**config.mk**
```make
export PLATFORM = sky130hd
export DESIGN_NAME = mrs_addr_seq
export DESIGN_NICKNAME = d
export VERILOG_FILES = /design/src/rtl/mrs_pkg.sv /design/src/rtl/mrs_timebase.sv /design/src/rtl/mrs_slot_dec.sv /design/src/rtl/mrs_addr_gen.sv /design/src/rtl/mrs_addr_seq.sv
export SDC_FILE = /design/constraint.sdc
export NUM_CORES = 1
export LEC_CHECK = 0
export CAP_MARGIN = 10
export CELL_PAD_IN_SITES_DETAIL_PLACEMENT = 1
export CELL_PAD_IN_SITES_GLOBAL_PLACEMENT = 1
export CORE_MARGIN = 3
export CORE_UTILIZATION = 40
export CTS_CLUSTER_SIZE = 25
export DETAILED_ROUTE_END_ITERATION = 8
export GPL_ROUTABILITY_DRIVEN = 1
export MAX_ROUTING_LAYER = met4
export PLACE_DENSITY_LB_ADDON = 0.05
export SETUP_SLACK_MARGIN = 0.15
export SYNTH_ARGS = -nofsm -noshare
export SYNTH_HDL_FRONTEND = slang
export SYNTH_SLANG_ARGS = --single-unit
```
**constraint.sdc**
```tcl
create_clock -name clk -period 3.85 [get_ports clk]
set_input_delay 0.385 -clock clk [delete_from_list [all_inputs] [get_ports clk]]
set_output_delay 0.385 -clock clk [all_outputs]
set_load 0.02 [all_outputs]
```
**src/rtl/mrs_pkg.sv**
```systemverilog
package mrs_pkg;
  localparam int STRM_W = 5;

  typedef enum logic [1:0] {
    PH_WRITE = 2'd0,
    PH_GAP   = 2'd1,
    PH_READ  = 2'd2,
    PH_REST  = 2'd3
  } phase_e;
endpackage

```
**src/rtl/mrs_timebase.sv**
```systemverilog
module mrs_timebase #(
  parameter int PERIOD_CYC = 32,
  parameter int N_HCH      = 128,
  localparam int CYC_W     = $clog2(PERIOD_CYC),
  localparam int HCH_W     = $clog2(N_HCH)
) (
  input  logic             clk,
  input  logic             rst_n,
  input  logic             fp_i,
  output logic [CYC_W-1:0] cyc_n,
  output logic [HCH_W-1:0] hch_n,
  output logic             par_n,
  output logic             arm_n
);
  localparam logic [CYC_W-1:0] CYC_LAST = CYC_W'(PERIOD_CYC - 1);
  localparam logic [HCH_W-1:0] HCH_LAST = HCH_W'(N_HCH - 1);

  logic [CYC_W-1:0] cyc_q;
  logic [HCH_W-1:0] hch_q;
  logic             par_q;
  logic             arm_q;

  // next-state: a frame pulse realigns everything, else count cycles, then channels
  always_comb begin
    cyc_n = cyc_q;
    hch_n = hch_q;
    par_n = par_q;
    arm_n = arm_q | fp_i;
    if (fp_i) begin
      cyc_n = '0;
      hch_n = '0;
      par_n = ~par_q;
    end else if (cyc_q == CYC_LAST) begin
      cyc_n = '0;
      hch_n = (hch_q == HCH_LAST) ? '0 : hch_q + HCH_W'(1);
    end else begin
      cyc_n = cyc_q + CYC_W'(1);
    end
  end

  always_ff @(posedge clk or negedge rst_n) begin
    if (!rst_n) begin
      cyc_q <= '0;
      hch_q <= '0;
      par_q <= 1'b0;
      arm_q <= 1'b0;
    end else begin
      cyc_q <= cyc_n;
      hch_q <= hch_n;
      par_q <= par_n;
      arm_q <= arm_n;
    end
  end
endmodule

```
**src/rtl/mrs_slot_dec.sv**
```systemverilog
module mrs_slot_dec
  import mrs_pkg::*;
#(
  parameter int PERIOD_CYC = 32,
  parameter int N_HI       = 8,
  parameter int N_LO_GRP   = 4,
  parameter int LO_DIV     = 4,
  parameter int GAP        = 4,
  localparam int CYC_W     = $clog2(PERIOD_CYC),
  localparam int QW        = $clog2(LO_DIV)
) (
  input  logic [CYC_W-1:0]  cyc,
  input  logic [QW-1:0]     quad,
  output phase_e            phase,
  output logic              hi,
  output logic [STRM_W-1:0] strm
);
  localparam int GRP      = N_HI + N_LO_GRP;
  localparam int RD0      = GRP + GAP;
  localparam int RD_END   = RD0 + GRP;
  localparam int N_LO_TOT = N_LO_GRP * LO_DIV;

  localparam logic [CYC_W-1:0] C_GRP    = CYC_W'(GRP);
  localparam logic [CYC_W-1:0] C_RD0    = CYC_W'(RD0);
  localparam logic [CYC_W-1:0] C_RD_END = CYC_W'(RD_END);
  localparam logic [CYC_W-1:0] C_NHI    = CYC_W'(N_HI);

  logic [CYC_W-1:0] slot;
  logic             busy;

  // position inside the period -> phase and slot index
  always_comb begin
    phase = PH_REST;
    slot  = '0;
    if (cyc < C_GRP) begin
      phase = PH_WRITE;
      slot  = cyc;
    end else if (cyc < C_RD0) begin
      phase = PH_GAP;
    end else if (cyc < C_RD_END) begin
      phase = PH_READ;
      slot  = cyc - C_RD0;
    end
  end

  assign busy = (phase == PH_WRITE) || (phase == PH_READ);

  // slot index -> stream: fixed high-rate slots first, then the rotating quartet
  always_comb begin
    hi   = busy && (slot < C_NHI);
    strm = '0;
    if (hi) begin
      strm = STRM_W'(N_LO_TOT) + STRM_W'(slot);
    end else if (busy) begin
      strm = STRM_W'(quad) * STRM_W'(N_LO_GRP) + STRM_W'(slot - C_NHI);
    end
  end
endmodule

```
**src/rtl/mrs_addr_gen.sv**
```systemverilog
module mrs_addr_gen #(
  parameter int N_HCH      = 128,
  parameter int N_HI       = 8,
  parameter int N_LO_TOT   = 16,
  parameter int LO_DIV     = 4,
  parameter int RD_OFS_HI  = 8,
  parameter int RD_OFS_LO  = 2,
  localparam int HCH_W     = $clog2(N_HCH),
  localparam int QW        = $clog2(LO_DIV),
  localparam int LCH_W     = HCH_W - QW,
  localparam int HSEL_W    = $clog2(N_HI),
  localparam int LSEL_W    = $clog2(N_LO_TOT),
  localparam int HI_OFF_W  = HCH_W + HSEL_W,
  localparam int LO_OFF_W  = LCH_W + LSEL_W,
  localparam int AW        = HI_OFF_W + 3
) (
  input  logic [HCH_W-1:0]  hch,
  input  logic              wr,
  input  logic              hi,
  input  logic [LSEL_W-1:0] sel,
  input  logic              bank,
  output logic [AW-1:0]     addr,
  output logic [HCH_W-1:0]  chan
);
  logic [HCH_W-1:0]    hch_rd;
  logic [LCH_W-1:0]    lch;
  logic [LCH_W-1:0]    lch_rd;
  logic [HCH_W-1:0]    ch_hi;
  logic [LCH_W-1:0]    ch_lo;
  logic [HI_OFF_W-1:0] off;

  // read-ahead wraps by truncation: channel counts are powers of two
  assign hch_rd = hch + HCH_W'(RD_OFS_HI);
  assign lch    = hch[HCH_W-1:QW];
  assign lch_rd = lch + LCH_W'(RD_OFS_LO);
  assign ch_hi  = wr ? hch : hch_rd;
  assign ch_lo  = wr ? lch : lch_rd;

  always_comb begin
    if (hi) begin
      off  = {ch_hi, sel[HSEL_W-1:0]};
      chan = ch_hi;
    end else begin
      off  = HI_OFF_W'({ch_lo, sel});
      chan = HCH_W'(ch_lo);
    end
  end

  // bank | receive/transmit | rate | offset
  assign addr = {bank, wr, hi, off};

  if (LO_OFF_W > HI_OFF_W) begin : g_bad_width
    $error("low-rate region offset wider than high-rate region");
  end
endmodule

```
**src/rtl/mrs_addr_seq.sv**
```systemverilog
module mrs_addr_seq
  import mrs_pkg::*;
#(
  parameter int PERIOD_CYC = 32,
  parameter int N_HI       = 8,
  parameter int N_LO_GRP   = 4,
  parameter int LO_DIV     = 4,
  parameter int GAP        = 4,
  parameter int N_HCH      = 128,
  parameter int RD_OFS_HI  = 8,
  parameter int RD_OFS_LO  = 2,
  localparam int CYC_W     = $clog2(PERIOD_CYC),
  localparam int HCH_W     = $clog2(N_HCH),
  localparam int QW        = $clog2(LO_DIV),
  localparam int N_LO_TOT  = N_LO_GRP * LO_DIV,
  localparam int LSEL_W    = $clog2(N_LO_TOT),
  localparam int AW        = HCH_W + $clog2(N_HI) + 3
) (
  input  logic              clk,
  input  logic              rst_n,
  input  logic              fp_i,
  input  logic              bank_pol_i,
  output logic [AW-1:0]     mem_addr_o,
  output logic              acc_vld_o,
  output logic              acc_wr_o,
  output logic [STRM_W-1:0] strm_o,
  output logic [HCH_W-1:0]  chan_o
);
  logic [CYC_W-1:0]  cyc_n;
  logic [HCH_W-1:0]  hch_n;
  logic              par_n;
  logic              arm_n;
  phase_e            phase;
  logic              hi;
  logic [STRM_W-1:0] strm;
  logic              wr;
  logic              vld;
  logic [AW-1:0]     addr;
  logic [HCH_W-1:0]  chan;

  logic [AW-1:0]     addr_d;
  logic              vld_d;
  logic              wr_d;
  logic [STRM_W-1:0] strm_d;
  logic [HCH_W-1:0]  chan_d;

  mrs_timebase #(
    .PERIOD_CYC (PERIOD_CYC),
    .N_HCH      (N_HCH)
  ) u_tb (
    .clk   (clk),
    .rst_n (rst_n),
    .fp_i  (fp_i),
    .cyc_n (cyc_n),
    .hch_n (hch_n),
    .par_n (par_n),
    .arm_n (arm_n)
  );

  mrs_slot_dec #(
    .PERIOD_CYC (PERIOD_CYC),
    .N_HI       (N_HI),
    .N_LO_GRP   (N_LO_GRP),
    .LO_DIV     (LO_DIV),
    .GAP        (GAP)
  ) u_dec (
    .cyc   (cyc_n),
    .quad  (hch_n[QW-1:0]),
    .phase (phase),
    .hi    (hi),
    .strm  (strm)
  );

  assign wr  = (phase == PH_WRITE);
  assign vld = arm_n && ((phase == PH_WRITE) || (phase == PH_READ));

  mrs_addr_gen #(
    .N_HCH     (N_HCH),
    .N_HI      (N_HI),
    .N_LO_TOT  (N_LO_TOT),
    .LO_DIV    (LO_DIV),
    .RD_OFS_HI (RD_OFS_HI),
    .RD_OFS_LO (RD_OFS_LO)
  ) u_ag (
    .hch  (hch_n),
    .wr   (wr),
    .hi   (hi),
    .sel  (strm[LSEL_W-1:0]),
    .bank (par_n ^ bank_pol_i),
    .addr (addr),
    .chan (chan)
  );

  // output next-state: idle cycles drive all zeros
  always_comb begin
    vld_d  = vld;
    wr_d   = vld & wr;
    addr_d = vld ? addr : '0;
    strm_d = vld ? strm : '0;
    chan_d = vld ? chan : '0;
  end

  always_ff @(posedge clk or negedge rst_n) begin
    if (!rst_n) begin
      mem_addr_o <= '0;
      acc_vld_o  <= 1'b0;
      acc_wr_o   <= 1'b0;
      strm_o     <= '0;
      chan_o     <= '0;
    end else begin
      mem_addr_o <= addr_d;
      acc_vld_o  <= vld_d;
      acc_wr_o   <= wr_d;
      strm_o     <= strm_d;
      chan_o     <= chan_d;
    end
  end
endmodule

```
==> reports/results.ini <==
[setup_path]
crit_required_ps = 4070
cp.buffers_inverters = 2
startpoint = u_tb.cyc_q[0]$_DFF_PN0_
crit_family = simple AND/OR/NAND/NOR gates
crit_top_cell = ha_1
critPathLaunchType = flip-flop
rr_startpoint = u_tb.cyc_q[0]$_DFF_PN0_
cp_data_arrival_time_ps = 3230
crit_type = flip-flop to flip-flop
slowest_stage = or3_1
crit_fanout = 10
worstPathCellList = ha_1 > and3_2 > ha_1 > or3_1 > nor2_1 > inv_1 > ha_1 > inv_1 > ha_1 > xor2_1 > nand2_1 > a21oi_1
crit_path_max_incr_delay_ps = 570
crit_path_end_kind = flip-flop

[grt]
grt_usage_pct = 16.6
grt_pass1_vias = 1227
grt_antenna_before_repair = 0
grt_pass1_wl_um = 6060
grt_max_degree = 37
grt-ovfl-total = 0

[layout]
synthToLayoutAreaGrowth_pct = 24.5
fin_nets = 185
antennaDiodeCount = 0
drive_gt1_share_pct = 15.4
final_util_pct = 54.2

[clocking]
tritoncts = built
clock-sinks = 36
cts_buffer_depth = 2
ctsResizeCount = 0
clk_pin_slew_ps = 70
post_cts_buffers = 0
clk_latency_ps = 290
ctsHtreeMaxLevel = 2
cts_hold_buf = 0
root_buffer = clkbuf_8
cts_made_buffers = 5

[logic_synthesis]
yosys-top-cells-area = dfrtp_1, ha_1, xor2_1, a21oi_1, nand2_1
synth_warnings = 0
async_flop_share_pct = 100
yosysSeqAreaShare_pct = 54.1
yosys.area.top_type = dfrtp_1
synth_seq_cells = 36
synth_ff_type = dfrtp_1
synthesis.nets = 157
netlist_area_um2 = 1660
avgSynthCellArea_um2 = 11.4
synth-edff-count = 0
yosys.area.top_type_share_pct = 54.1
synth.most_common_cell = dfrtp_1
ys_types = 37
synthTopCellsByCount = dfrtp_1, a21oi_1, nand2_1, nor2_1, xor2_1
synth_cells = 146

[drt]
dr.max_layer_used = met4
drt-initial-drc-count = 32
firstDrtPassIters = 4
wl_um = 3570
ant_nets = 0
post_drt_wl_per_cell_um = 16.0
viasPerCell = 5.16
wl_met3_um = 135
met2_length_um = 1800
wl_met1_um = 1580
drc = 0
vias = 1150

[power]
p_leak_nw = 0.926
p_switching_mw = 0.184
p_seq_share_pct = 47.9
p_comb_share_pct = 8.9
powerDensity_nw_per_um2 = 405
swShare_pct = 21.9
p_int_mw = 0.656
clkPwrFrac_pct = 43.2
worst_ir_drop_vdd_uv = 254

[floorplanning]
num_rows = 22
core-area_um2 = 3830
die_h_um = 70.5
ios = 31
fp.dieW_um = 70.5
die_area_um2 = 4970
start_util_pct = 43.5

[sta]
tightest_slew_ps = 891
timing.final.ws_setup_ps = 836
rsz0062_at_grt = no
fin_crit_ps = 3010
fmax_ghz = 0.332
slew_headroom_pct = 40.6
hold_ws_ps = 204
setup_viol = 0
fin_skew_ps = 2.42
hold_violations = 0
drv_slew = 0
tns_ps = 0
fin_crit_sh_pct = 78.3

[run_status]
outcome = finished, final reports clean

[placed_design]
io_buffers = 30
dpl.hpwl_um = 2660
pre_cts_ws_ps = 854
gp_congestion = 0.884

[run]
cap_viol_max_count = 0

[worst_hold_path]
holdCritPathClass = input pin to async pin

==> per-stage QoR <==
stage          cell area (µm²)  total power, mW  instances
2_1_floorplan             1660            0.451        146
3_3_place_gp              1950            0.483        215
3_5_place_dp              1950            0.486        215
4_1_cts                   2070            0.852        223
5_1_grt                   2070            0.874        223
6_report                  2070            0.840        223
==> cells by family (layout without fill, tap and decap cells) <==
group,Yosys count,after routing,synth area share (%)
muxes,3,3,2.11
xor gates and xnor gates,13,13,6.84
and+or+nand+nor,46,46,14.3
DFF,36,36,54.1
buffers and inverters,17,46,6.47
AOI/OAI and AO/OA,24,24,10.9
adders and majority gates,7,7,5.26
==> power groups by stage <==
stage               Sequential, mW  Clock [mW]  Combinational (mW)
floorplan                    0.419           0              0.0318
global placement             0.408           0              0.0754
detailed placement           0.410           0              0.0765
CTS                          0.402       0.372              0.0771
global route                 0.404       0.389              0.0819
finish                       0.402       0.363              0.0750
==> sequential cells by signal, summed over array words and instances, names as in the netlist <==
| name | flops |
|---|---|
| strm_o | 2 |
| u_tb.par_q | 1 |
| chan_o | 6 |
| u_tb.hch_q | 7 |
| u_tb.arm_q | 1 |
| mem_addr_o | 12 |
| u_tb.cyc_q | 5 |
| acc_vld_o | 1 |
| acc_wr_o | 1 |
==> layout by cell type, fill, tap and decap left out, types with 2 or more instances in the layout <==
master	instances
a21oi_1	12
a21oi_2	2
and2_1	2
clkbuf_8	7
clkdlybuf4s50_1	29
dfrtp_1	36
ha_1	7
inv_1	5
inv_2	2
mux2i_1	2
nand2_1	12
nand3_1	2
nand4_1	3
nor2_1	12
nor2b_1	2
nor3_1	3
o21ai_0	2
o21ai_2	2
or3_1	2
xnor2_1	4
xor2_1	9
==> area by class of cell <==
type                       instances  area, µm²
timing repair buffer              31        303
sequential                        36        901
fill                             406       1750
clock buffer                       7       96.3
multi-input combinational         93        656
clock inverter                     1       30.0
inverter                           7       26.3
tap                               48       60.1
==> metal layers <==
metal  vias to the layer above  GRT usage [%]
li1                        548              -
met2                        21           26.7
met4                         0           7.02
met5                         -              -
met1                       575           19.1
met3                         6           5.18
==> path summary, 6_finish.rpt <==
| path | to | slack [ps] | cells past startpoint |
|---|---|---|---|
| worst max-delay path | strm_o[4]$_DFF_PN0_ | 840 | 12 |
| worst min-delay path | acc_vld_o$_DFF_PN0_ | 200 | 1 |
| worst max register to register | strm_o[4]$_DFF_PN0_ | 840 | 12 |
| worst min register to register | u_tb.par_q$_DFF_PN0_ | 480 | 1 |
| max in group asynchronous | chan_o[1]$_DFF_PN0_ | 3090 | 1 |
| min in group clk | u_tb.par_q$_DFF_PN0_ | 480 | 1 |
No activity file was read; power rests on OpenSTA's default activity.
